File: src/rtl/wcap_pkg.sv
// Package: shared defaults and the event bundle passed from the strobe
// synchronizers to the capture and timeout logic.
package wcap_pkg;
    localparam int DEF_DATA_W = 7;
    localparam int DEF_CNT_W  = 4;
    localparam int DEF_SYNC   = 2;

    // One-cycle events decoded from the bus strobes.
    typedef struct packed {
        logic ce;   // chip-enable falling edge seen
        logic wr;   // write strobe falling edge seen
    } wcap_evt_t;
endpackage

File: src/rtl/wcap_fall_det.sv
// Module: wcap_fall_det
// Brings an asynchronous active-low strobe into the clock domain through
// STAGES flops. It emits a one-cycle pulse when the synchronized level goes
// from high to low.
// Assumes: each strobe level lasts at least two clock cycles. Reset parks
// the chain at the idle (high) level.
module wcap_fall_det #(
    parameter int STAGES = 2
) (
    input  logic clk,
    input  logic rst_n,
    input  logic line_n,
    output logic fall
);
    localparam int LAST = STAGES;

    logic [LAST:0] chain_q;

    // Shift the raw strobe through the synchronizer plus one history flop.
    always_ff @(posedge clk) begin
        if (!rst_n) chain_q <= '1;
        else        chain_q <= {chain_q[LAST-1:0], line_n};
    end

    // Falling edge: older sample high, newer sample low.
    always_comb begin
        fall = chain_q[LAST] & ~chain_q[LAST-1];
    end

    // Edges only: an event can never repeat on the next cycle.
    p_single_event_r9: assert property (@(posedge clk) disable iff (!rst_n)
        fall |=> !fall);
endmodule

File: src/rtl/wcap_data_hold.sv
// Module: wcap_data_hold
// Register that holds the host data. It loads on a write event and keeps its
// value otherwise.
// Assumes: data_in is stable in the cycle the write event is decoded.
module wcap_data_hold #(
    parameter int DATA_W = 7
) (
    input  logic              clk,
    input  logic              rst_n,
    input  logic              load,
    input  logic [DATA_W-1:0] data_in,
    output logic [DATA_W-1:0] data_q
);
    // Capture on a write; clear on reset.
    always_ff @(posedge clk) begin
        if (!rst_n)    data_q <= '0;
        else if (load) data_q <= data_in;
    end

    // The value present at the write event is what gets held.
    p_capture_r2: assert property (@(posedge clk) disable iff (!rst_n)
        load |=> data_q == $past(data_in));

    // Without a write the held value does not move.
    p_hold_r10: assert property (@(posedge clk) disable iff (!rst_n)
        !load |=> $stable(data_q));
endmodule

File: src/rtl/wcap_timeout.sv
// Module: wcap_timeout
// Ready flag with an expiry counter.
// - A write sets the flag and zeroes the count.
// - Each chip-enable event while the flag is set advances the count.
// - Reaching the all-ones count drops the flag and returns the count to zero.
// Assumes: a write and a chip-enable event in one cycle resolve to the write.
module wcap_timeout #(
    parameter int CNT_W = 4
) (
    input  logic clk,
    input  logic rst_n,
    input  wcap_pkg::wcap_evt_t evt,
    output logic ready
);
    localparam logic [CNT_W-1:0] TERM      = '1;
    localparam logic [CNT_W-1:0] PRE_TERM  = TERM - 1'b1;

    logic [CNT_W-1:0] cnt_q;
    logic             rdy_q;
    logic             expire;

    // Decode the event that would take the count to terminal.
    always_comb begin
        expire = rdy_q && evt.ce && !evt.wr && (cnt_q == PRE_TERM);
    end

    // Flag and counter update, with write priority.
    always_ff @(posedge clk) begin
        if (!rst_n) begin
            rdy_q <= 1'b0;
            cnt_q <= '0;
        end else if (evt.wr) begin
            rdy_q <= 1'b1;
            cnt_q <= '0;
        end else if (expire) begin
            rdy_q <= 1'b0;
            cnt_q <= '0;
        end else if (rdy_q && evt.ce) begin
            cnt_q <= cnt_q + 1'b1;
        end
    end

    assign ready = rdy_q;

    // A write always yields ready with a fresh count.
    p_write_restart_r6: assert property (@(posedge clk) disable iff (!rst_n)
        evt.wr |=> rdy_q && cnt_q == '0);

    // Terminal pulse drops the flag.
    p_expire_r5: assert property (@(posedge clk) disable iff (!rst_n)
        (rdy_q && evt.ce && !evt.wr && cnt_q == PRE_TERM) |=> !rdy_q && cnt_q == '0);

    // Earlier pulses advance by one and keep the flag.
    p_step_r4: assert property (@(posedge clk) disable iff (!rst_n)
        (rdy_q && evt.ce && !evt.wr && cnt_q != PRE_TERM)
            |=> rdy_q && cnt_q == CNT_W'($past(cnt_q) + 1'b1));

    // Idle counter parks at zero.
    p_idle_zero_r7: assert property (@(posedge clk) disable iff (!rst_n)
        !rdy_q |-> cnt_q == '0);
endmodule

File: src/rtl/bus_write_capture.sv
// Module: bus_write_capture
// Top level. Synchronizes the two bus strobes and turns their falling edges
// into events. Those events drive the data register and the expiring ready
// flag.
// Assumes: clk oversamples both strobes. Data is stable through the capture
// edge.
module bus_write_capture #(
    parameter int DATA_W = wcap_pkg::DEF_DATA_W,
    parameter int CNT_W  = wcap_pkg::DEF_CNT_W,
    parameter int SYNC   = wcap_pkg::DEF_SYNC
) (
    input  logic              clk,
    input  logic              rst_n,
    input  logic              wr_n,
    input  logic              ce_n,
    input  logic [DATA_W-1:0] data_in,
    output logic [DATA_W-1:0] data_out,
    output logic              ready
);
    localparam int N_STROBE = 2;

    logic [N_STROBE-1:0] strobe_n;
    logic [N_STROBE-1:0] strobe_fall;
    wcap_pkg::wcap_evt_t evt;

    // Gather the strobes so one generate loop builds both detectors.
    always_comb begin
        strobe_n = {ce_n, wr_n};
    end

    for (genvar g = 0; g < N_STROBE; g++) begin : g_det
        wcap_fall_det #(.STAGES(SYNC)) u_det (
            .clk    (clk),
            .rst_n  (rst_n),
            .line_n (strobe_n[g]),
            .fall   (strobe_fall[g])
        );
    end

    // Name the events for the downstream logic.
    always_comb begin
        evt.wr = strobe_fall[0];
        evt.ce = strobe_fall[1];
    end

    wcap_data_hold #(.DATA_W(DATA_W)) u_hold (
        .clk     (clk),
        .rst_n   (rst_n),
        .load    (evt.wr),
        .data_in (data_in),
        .data_q  (data_out)
    );

    wcap_timeout #(.CNT_W(CNT_W)) u_tmo (
        .clk   (clk),
        .rst_n (rst_n),
        .evt   (evt),
        .ready (ready)
    );

    // A write shows up on both outputs together.
    p_write_visible_r3: assert property (@(posedge clk) disable iff (!rst_n)
        evt.wr |=> ready && data_out == $past(data_in));
endmodule

File: config.mk
export PLATFORM = sky130hd
export DESIGN_NAME = bus_write_capture
export DESIGN_NICKNAME = d
export VERILOG_FILES = /design/src/rtl/wcap_pkg.sv /design/src/rtl/wcap_fall_det.sv /design/src/rtl/wcap_data_hold.sv /design/src/rtl/wcap_timeout.sv /design/src/rtl/bus_write_capture.sv
export SDC_FILE = /design/constraint.sdc
export NUM_CORES = 1
export LEC_CHECK = 0
export ABC_AREA = 1
export ABC_CLOCK_PERIOD_IN_PS = 1600
export BUFFER_PORTS_ARGS = -buffer_cell sky130_fd_sc_hd__buf_2
export CAP_MARGIN = 10
export CORE_MARGIN = 1
export CORE_UTILIZATION = 34
export DETAILED_ROUTE_END_ITERATION = 10
export GPL_TIMING_DRIVEN = 0
export MAX_ROUTING_LAYER = met4
export SYNTH_ARGS = -nofsm -noshare
export SYNTH_HDL_FRONTEND = slang
export SYNTH_HIERARCHICAL = 1
export SYNTH_SLANG_ARGS = --single-unit
export TNS_END_PERCENT = 1
File: constraint.sdc
create_clock -name clk -period 1.6 [get_ports clk]
set_input_delay 0.32 -clock clk [delete_from_list [all_inputs] [get_ports clk]]
set_output_delay 0.32 -clock clk [all_outputs]
set_load 0.005 [all_outputs]
==> results by group, run 1 <==
Global route
  • Initial antenna violation count: 0
  • Pin count of the biggest net entering global routing: 15
  • Total grt overflow: 0
  • First-pass GRT wire length: between 1500 and 2000 um
  • Vias in the first global route: about 490
  • Total track usage: 0.129

Placement
  • Port bufs: 18
  • Routability congestion estimate: 0.732
  • Placed insts: about 150
  • Placed cell area: 848 um2
  • HPWL Detailed: 871 um
  • DP Worst Slack: 437 ps

Timing
  • Fmax: roughly 850 MHz
  • Min setup slack post-route: between 400 and 500 ps
  • Final hold violations: 0
  • Final period util: 0.735
  • Setup_tns: 0 ps
  • RSZ-0062 raised after global routing: no
  • Number of setup violations in the final report: 0
  • Slew of the pin with the lowest slew margin: between 400 and 500 ps
  • Max_slew headroom: 0.682
  • Fin crit period: 1180 ps
  • Clock skew: 3.65 ps
  • Hold WS: around 200 ps
  • Pins over their slew limit: 0

Floorplan
  • Starting Density: 0.366
  • DIE HEIGHT: 48.2 um
  • Full die area: 2320 um2
  • IO Pins: 19
  • Row cnt: 16
  • CORE AREA: 1980 um2
  • Chip width: 48.2 um

CTS
  • Setup bufs post-CTS: 0
  • Clock Latency Late Sink: roughly 280 ps
  • H-tree lvl count: 1
  • Hold buffers post-CTS: 0
  • Sink Count: 18
  • CTS max path bufs: 2
  • Clk root buf: clkbuf_4
  • Post-CTS Resized: 0
  • Total CTS buffers: 3
  • CTS tree: built
  • CTS clk-pin slew, worst paths: approximately 90 ps

Min path
  • Hold Crit Class: in2reg
  • WHS Path Cells: 3

Finish
  • Core Util, Final: 0.446
  • FF/Latch Area: 360 um2
  • Post-route design area: 885 um2
  • Post-layout net count: 136
  • N_diodes: 0
  • Most frequent cells in the layout: 27 x nand2_1, 20 x inv_1, 20 x nor2_1
  • Footprint of the multi-input gates: 278 um2
  • Fraction of layout cells with a size suffix above 1: 0.213
  • # fillers: between 200 and 250
  • Most common cell after layout, fill and taps aside: nand2_1
  • Synth-to-Final Area Change: 22.1%
  • Finished Layout Cells: between 100 and 150

Route
  • Drt drc: 0
  • DR vias: 617
  • Drt pass-1 iters: 4
  • Initial DRC count: 6
  • Via-to-Cell Ratio: 4.14
  • Routed Antenna Nets: 0
  • WL/cell: 7.70 um
  • Drt total wl: 1150 um

Yosys
  • Leading area contributor after synthesis: dfxtp_1
  • Seq/Total Area, Yosys: 0.497
  • Post-Syn Instances: 100
  • Synth unique cells: 14
  • Synth area leaders: dfxtp_1 50%, nand2_1 14%, inv_1 10%
  • #FFs+latches synth: 18
  • Mapped cell area: 724 um2
  • Synth Net Count: 113
  • Synth Warn #: 6
  • Mean Syn Cell Area: 7.24 um2
  • Post-synth top area share: 0.497

Power
  • Combinational power share: 0.086
  • Switching Fraction: 0.212
  • Peak supply drop: 510 uV
  • Total power: ~800 uW
  • P_sw: 171 uW
  • Clock power frac: 0.328
  • Seq pwr share: 0.586
  • P_leak: between 0.4 and 0.5 nW
  • Pint: between 600 and 700 uW
  • Pwr/cell area: around 910 nW/um2

Worst setup path
  • WP depth: 1
  • Worst reg-to-reg path cell count: 6
  • CP Launch Type: register
  • Slowest cell on crit path: dfxtp_1
  • Max incr delay on CP: 430 ps
  • Critical path type: reg2out
  • Worst Path Required: 1280 ps
  • Cell family with most CP delay: flip-flops
  • Buf+Inv Stages, Crit Path: 1
  • Critical path fanouts, max: 6
  • Critical path cell sequence: buf_2
  • CP Capture Type: output pin
  • Worst EP arrival: 860 ps

Job
  • Max-cap violations: 0

Run status
  • Status: completed
-- state kept, by name, indices dropped and copies added (netlist names) --
name and cells:
g_det.u_det/chain_q 6, u_tmo/cnt_q 4, u_tmo/ready 1, u_hold/data_q 7
-- power groups by stage --
stage          Combinational [mW]  Sequential, mW  Clock, mW
2_1_floorplan              0.0374           0.484          0
6_report                   0.0693           0.473      0.265
5_1_grt                    0.0813           0.476      0.295
4_1_cts                    0.0707           0.473      0.277
3_3_place_gp               0.0682           0.483          0
3_5_place_dp               0.0706           0.483          0
-- worst min-delay path, stage by stage --
cell     delay [ps]
buf_2            70
inv_1            30
nand2_1          40
-- area by class of cell --
class	count	area share
plain buffers	1	0.0127
clock buffers	4	0.0410
inverters	20	0.0849
multi-input cells	61	0.314
flip-flops and latches	18	0.407
well taps	27	0.0382
repair buffers	18	0.102
-- per-layer routing --
| metal | part of all wire | global-route usage | wire length [um] |
|---|---|---|---|
| met1 | 0.49 | 0.156 | 562 |
| met5 | 0 | - | 0 |
| met4 | 0.011 | 0.0667 | 13 |
| met3 | 0.042 | 0.0333 | 48 |
| met2 | 0.46 | 0.197 | 524 |
-- path summary, 6_finish.rpt --
kind                                           startpoint                   endpoint  slack (ps)
worst max-delay path                          u_tmo/ready                      ready         420
worst min-delay path                                 ce_n  g_det[1].u_det/chain_q[0]         210
worst max register to register  g_det[0].u_det/chain_q[2]           u_hold/data_q[3]         440
worst min register to register  g_det[0].u_det/chain_q[0]  g_det[0].u_det/chain_q[1]         410
-- kinds of logic (layout without fill, tap and decap cells) --
family,Yosys count,count (layout),synth area share
simple gates,53,53,0.290
flops,18,18,0.497
buf+inv,21,43,0.119
compound gates,6,6,0.0587
fa+ha+maj,2,2,0.0345
-- synthesized netlist by cell type --
library cell / number
nor2_1: 20
nand2_2: 1
nand3_1: 3
a21oi_1: 2
ha_1: 2
nand4_1: 1
dfxtp_1: 18
a21oi_2: 1
inv_1: 20
nand2_1: 27
o21ai_2: 1
o21bai_1: 2
or2_1: 1
buf_6: 1
Power figures use the tool's default switching activity.
==> inputs of run 2 (changes only) <==
--- a/config.mk
+++ b/config.mk
@@ -6,7 +6,7 @@
 export NUM_CORES = 1
 export LEC_CHECK = 0
 export ABC_AREA = 1
-export ABC_CLOCK_PERIOD_IN_PS = 1600
+export ABC_CLOCK_PERIOD_IN_PS = 960
 export BUFFER_PORTS_ARGS = -buffer_cell sky130_fd_sc_hd__buf_2
 export CAP_MARGIN = 10
 export CORE_MARGIN = 1
==> constraint.sdc (replaced) <==
create_clock -name clk -period 0.96 [get_ports clk]
set_input_delay 0.192 -clock clk [delete_from_list [all_inputs] [get_ports clk]]
set_output_delay 0.192 -clock clk [all_outputs]
set_load 0.005 [all_outputs]
==> results by group, run 2 (synthesis results as in run 1) <==
Route
  • Drt pass-1 iters: 2 (-2)
  • Routed Antenna Nets: 0 (unchanged)
  • Drt drc: 0 (unchanged)
  • Drt total wl: 1310 um (+14%)
  • WL/cell: 8.61 um (+12%)
  • Via-to-Cell Ratio: 4.18 (+1.0%)
  • DR vias: 636 (+3.1%)
  • Initial DRC count: 6 (unchanged)

Timing
  • Max_slew headroom: 0.837 (+0.154)
  • Final hold violations: 0 (unchanged)
  • Clock skew: 1.44 ps (-2.21 ps)
  • Slew of the pin with the lowest slew margin: 245 ps (-230 ps)
  • Hold WS: 75.3 ps (-130 ps)
  • RSZ-0062 raised after global routing: yes
  • Fin crit period: 1010 ps
  • Min setup slack post-route: -51.2 ps (-475 ps)
  • Number of setup violations in the final report: 5 (+5)
  • Final period util: 1.05
  • Pins over their slew limit: 0 (unchanged)
  • Fmax: 989 MHz

Finish
  • Top reg by flops: u_hold/data_q
  • Post-layout net count: 139 (+2.2%)
  • N_diodes: 0 (unchanged)
  • Largest registers: u_hold/data_q: 7 flops, g_det.u_det/chain_q: 6 flops, u_tmo/cnt_q: 4 flops
  • Most frequent cells in the layout: 27 x nand2_1, 18 x nor2_1, 17 x inv_1, 17 x buf_2, 12 x dfxtp_2
  • Fraction of layout cells with a size suffix above 1: 0.424 (+0.211)
  • Max FFs per register: 7 (unchanged)
  • Finished Layout Cells: 152 (+2.0%)
  • Synth-to-Final Area Change: 38.0%
  • Most common cell after layout, fill and taps aside: nand2_1

CTS
  • H-tree lvl count: 1 (unchanged)
  • CTS tree: built
  • Sink Count: 18 (unchanged)
  • Clock Latency Late Sink: 280 ps (about the same)
  • Total CTS buffers: 3 (unchanged)
  • Clk root buf: clkbuf_4
  • Hold buffers post-CTS: 0 (unchanged)
  • CTS clk-pin slew, worst paths: 90 ps (about the same)
  • CTS max path bufs: 2 (unchanged)

Worst setup path
  • Worst reg-to-reg path cell count: 3 (-3)
  • Worst Path Required: 1180 ps (-100 ps)
  • Critical path cell sequence: ha_4 > or2_1 > a21oi_2
  • CP Launch Point: u_tmo/cnt_q[1]
  • CP Launch Type: register
  • CP Capture Type: register
  • Critical path type: reg2reg
  • Worst EP arrival: 1230 ps (+370 ps)
  • Critical path fanouts, max: 4 (-2)
  • R2R Path Start: u_tmo/cnt_q[1]
  • Slowest cell on crit path: dfxtp_4
  • Max incr delay on CP: 370 ps (-60 ps)

Global route
  • Total track usage: 0.138 (+0.00843)
  • First-pass GRT wire length: 2040 um (+2.8%)
  • Pin count of the biggest net entering global routing: 15 (unchanged)
  • Initial antenna violation count: 0 (unchanged)
  • Total grt overflow: 0 (unchanged)
  • Vias in the first global route: 555 (+13%)

Run status
  • Violated checks: setup timing
  • Status: finished, violations left

Floorplan
  • Full die area: 2320 um2 (unchanged)
  • IO Pins: 19 (unchanged)
  • CORE AREA: 1980 um2 (unchanged)
  • Starting Density: 0.366 (unchanged)
  • Row cnt: 16 (unchanged)
  • DIE HEIGHT: 48.2 um (unchanged)
  • Chip width: 48.2 um (unchanged)

Placement
  • DP Worst Slack: -130 ps (-567 ps)
  • Port bufs: 18 (unchanged)
  • Routability congestion estimate: 0.690 (-5.7%)
  • HPWL Detailed: 887 um (+1.8%)
  • Placed insts: 145 (unchanged)

Power
  • Pwr/cell area: 1360 nW/um2 (+49%)
  • Total power: 1.36 mW (+69%)
  • Peak supply drop: 810 uV (+59%)
  • P_leak: 0.501 nW (+5.9%)

Min path
  • Start point of the worst hold path: ce_n
  • Hold Crit Class: in2reg
  • WHS Path Cells: 3 (unchanged)

Job
  • Max-cap violations: 0 (unchanged)
==> run 2: worst max-delay path, delay by kind of cell (launching register included) <==
family | cells | cell delay, ps
and+or+nand+nor | 1 | 230
DFF | 1 | 370
AOI/OAI and AO/OA | 1 | 120
adders and majority gates | 1 | 230
==> run 2: power breakdown <==
part	internal, mW	switching, mW
sequential	0.775	0.0176
clock	0.230	0.209
combinational	0.0638	0.0668
total	1.07	0.294
==> run 2: worst paths after layout <==
kind	end	slack, ps
worst min register to register	g_det[0].u_det/chain_q[1]	410
worst max-delay path	u_tmo/cnt_q[1]	-50
worst min-delay path	g_det[1].u_det/chain_q[0]	80
worst max register to register	u_tmo/cnt_q[1]	-50
==> run 2: repair_timing <==
action,CTS,global route
buffers inserted,3,0
pin swaps,8,5
gates resized for setup,13,15
setup endpoints to repair,13,20
==> run 2: layout make-up <==
class | instances | area [um2]
Tap cell | 27 | 33.8
Buffer | 1 | 11.3
Inverter | 20 | 75.1
Sequential cell | 18 | 383
Multi-Input combinational cell | 61 | 342
Timing Repair Buffer | 21 | 119
Fill cell | 200 | 982
Clock buffer | 4 | 36.3
==> run 2: stage by stage <==
stage	area (um2)	utilization	TNS (ps)
finish	1000	0.504	-123
global route	1000	0.504	-524
CTS	971	0.490	-204
detailed placement	855	0.431	-801
global placement	855	0.431	-442
floorplan	731	-	-30.9
==> run 2: routing by layer <==
metal / global-route usage / share of wire / vias to the layer above
met1: 0.139 / 0.43 / 279
met3: 0.0444 / 0.032 / 2
met2: 0.237 / 0.53 / 12
met5: - / 0 / -
li1: - / - / 343
met4: 0.0667 / 0.0099 / 0
==> inputs of run 3 (changes only) <==
--- a/config.mk
+++ b/config.mk
@@ -10,10 +10,11 @@
 export BUFFER_PORTS_ARGS = -buffer_cell sky130_fd_sc_hd__buf_2
 export CAP_MARGIN = 10
 export CORE_MARGIN = 1
-export CORE_UTILIZATION = 34
+export CORE_UTILIZATION = 44
 export DETAILED_ROUTE_END_ITERATION = 10
 export GPL_TIMING_DRIVEN = 0
 export MAX_ROUTING_LAYER = met4
+export PLACE_DENSITY = 0.71
 export SYNTH_ARGS = -nofsm -noshare
 export SYNTH_HDL_FRONTEND = slang
 export SYNTH_HIERARCHICAL = 1
==> results by group, run 3 (synthesis results as in run 1) <==
Timing
  • Setup_tns: -357 ps (-234 ps)
  • Fmax: 945 MHz (-4.4%)
  • Clock skew: 1.90 ps (+0.463 ps)
  • Fin crit period: 1060 ps (+46.8 ps)
  • Pins over their slew limit: 0 (unchanged)
  • RSZ-0062 raised after global routing: yes
  • Slew of the pin with the lowest slew margin: 250 ps (+4.60 ps)
  • Hold WS: 59.2 ps (-16.1 ps)
  • Max_slew headroom: 0.833 (-0.00307)
  • Min setup slack post-route: -98.0 ps (-46.8 ps)
  • Number of setup violations in the final report: 6 (+1)
  • Final hold violations: 0 (unchanged)
  • Final period util: 1.10 (+0.0487)

Job
  • Max-cap violations: 0 (unchanged)

Placement
  • HPWL Detailed: 880 um (-0.77%)
  • DP Worst Slack: -116 ps (+13.8 ps)
  • Routability congestion estimate: 0.745 (+8.0%)
  • Port bufs: 18 (unchanged)

Power
  • P_leak: 0.494 nW (-1.4%)
  • Switching Fraction: 0.231 (+0.0156)
  • Seq pwr share: 0.571 (-0.010)
  • Peak supply drop: 825 uV (+1.8%)
  • P_sw: 321 uW (+9.1%)
  • Combinational power share: 0.093 (-0.003)
  • Pint: 1.07 mW (-0.28%)
  • Pwr/cell area: 1450 nW/um2 (+6.4%)
  • Clock power frac: 0.336 (+0.013)

Finish
  • Synth-to-Final Area Change: 32.0%
  • Most common cell after layout, fill and taps aside: nand2_1
  • Most frequent cells in the layout: 27 x nand2_1, 17 x inv_1, 17 x buf_2, 17 x nor2_1, 9 x dfxtp_2
  • Fraction of layout cells with a size suffix above 1: 0.382 (-0.0419)
  • Max FFs per register: 7 (unchanged)
  • Post-layout net count: 137 (-1.4%)
  • # fillers: 140 (-30%)
  • Core Util, Final: 0.627 (+0.123)
  • Top reg by flops: u_hold/data_q
  • Largest registers: u_hold/data_q: 7 flops, g_det.u_det/chain_q: 6 flops, u_tmo/cnt_q: 4 flops
  • N_diodes: 0 (unchanged)

Min path
  • Hold Crit Class: in2reg

CTS
  • Clock Latency Late Sink: 290 ps (about the same)
  • CTS max path bufs: 2 (unchanged)
  • Sink Count: 18 (unchanged)
  • CTS clk-pin slew, worst paths: 100 ps (about the same)
  • H-tree lvl count: 1 (unchanged)
  • CTS tree: built
  • Hold buffers post-CTS: 0 (unchanged)
  • Clk root buf: clkbuf_4
  • Total CTS buffers: 3 (unchanged)

Global route
  • Vias in the first global route: 553 (-0.36%)
  • Initial antenna violation count: 0 (unchanged)
  • First-pass GRT wire length: 2270 um (+11%)
  • Pin count of the biggest net entering global routing: 15 (unchanged)
  • Total grt overflow: 0 (unchanged)
  • Total track usage: 0.179 (+0.0413)

Floorplan
  • DIE HEIGHT: 42.6 um (-12%)
  • IO Pins: 19 (unchanged)
  • CORE AREA: 1520 um2 (-23%)
  • Row cnt: 14 (-2)
  • Starting Density: 0.475 (+0.110)
  • Chip width: 42.6 um (-12%)
  • Full die area: 1810 um2 (-22%)

Route
  • DR vias: 637 (+0.16%)
  • Via-to-Cell Ratio: 4.58 (+9.5%)
  • Drt pass-1 iters: 3 (+1)
  • Drt total wl: 1390 um (+6.3%)
  • Initial DRC count: 13 (+7)
  • Routed Antenna Nets: 0 (unchanged)
  • Drt drc: 0 (unchanged)
  • WL/cell: 10.0 um (+16%)

Worst setup path
  • CP Capture Type: register
  • CP Launch Type: register
  • Buf+Inv Stages, Crit Path: 1 (+1)
  • Worst Path Required: 1190 ps (about the same)
  • Critical path cell sequence: inv_2 > nor2_4 > nand2_4 > or2_1 > a21oi_2
  • Max incr delay on CP: 330 ps (-40 ps)
  • Critical path fanouts, max: 5 (+1)
  • Cell family with most CP delay: simple AND/OR/NAND/NOR gates
  • Slowest cell on crit path: dfxtp_2
  • Worst EP arrival: 1290 ps (+60 ps)
  • Critical path type: reg2reg

Run status
  • Violated checks: setup timing
  • Status: finished, violations left
[run 3: changes by cell type in the layout (fill, tap and decap cells not counted)]
cell / before / now
a21oi_1: 1 / 2
buf_4: 3 / 1
nand3_4: 1 / 0
nor2_1: 18 / 17
ha_1: 0 / 1
nor2_2: 0 / 1
a21oi_2: 2 / 1
dfxtp_2: 12 / 9
nand3_2: 1 / 2
ha_2: 1 / 0
dfxtp_1: 4 / 7
[run 3: worst paths after layout]
| kind | start | end | slack [ps] | cells past startpoint |
|---|---|---|---|---|
| worst max-delay path | g_det[1].u_det/chain_q[2] | u_tmo/cnt_q[1] | -100 | 5 |
| worst min-delay path | wr_n | g_det[0].u_det/chain_q[0] | 60 | 3 |
| worst max register to register | g_det[1].u_det/chain_q[2] | u_tmo/cnt_q[1] | -100 | 5 |
| worst min register to register | g_det[1].u_det/chain_q[0] | g_det[1].u_det/chain_q[1] | 420 | 2 |
[run 3: area by class of cell]
cell class	count	area [um2]	area share
buffer	1	11.3	0.0118
clock buffer	4	36.3	0.0380
inverter	20	75.1	0.0785
multi-input combinational	61	330	0.346
sequential	18	379	0.397
tap	16	20.0	0.0209
timing repair buffer	19	104	0.109
[run 3: tightest hold or removal path, cell delays in order]
cell     delay, ps
buf_2           70
inv_1           30
nand2_1         40
[run 3: stage by stage]
step | area, um2 | power (mW) | std cells
after floorplan | 731 | 0.871 | 100
after global placement | 841 | 0.919 | 134
after detailed placement | 841 | 0.924 | 134
after CTS | 931 | 1.40 | 139
after global routing | 956 | 1.46 | 139
final | 956 | 1.39 | 139
[run 3: power by group through the flow]
stage | combinational (mW) | clock [mW] | sequential [mW]
after global routing | 0.148 | 0.512 | 0.796
final | 0.129 | 0.466 | 0.792
after detailed placement | 0.118 | 0 | 0.807
after floorplan | 0.0636 | 0 | 0.807
after global placement | 0.114 | 0 | 0.805
after CTS | 0.125 | 0.485 | 0.789
[run 3: repair_timing]
item,CTS,global route
resized for setup,10,13
endpoints found under the setup margin,14,19
gates cloned,0,0
setup buffers,1,0
pin swaps,4,5
[run 3: per-layer routing]
| layer | global-route usage | routed length, um |
|---|---|---|
| met5 | - | 0 |
| met4 | 0.150 | 17 |
| met3 | 0.0259 | 40 |
| met2 | 0.289 | 660 |
| met1 | 0.191 | 673 |
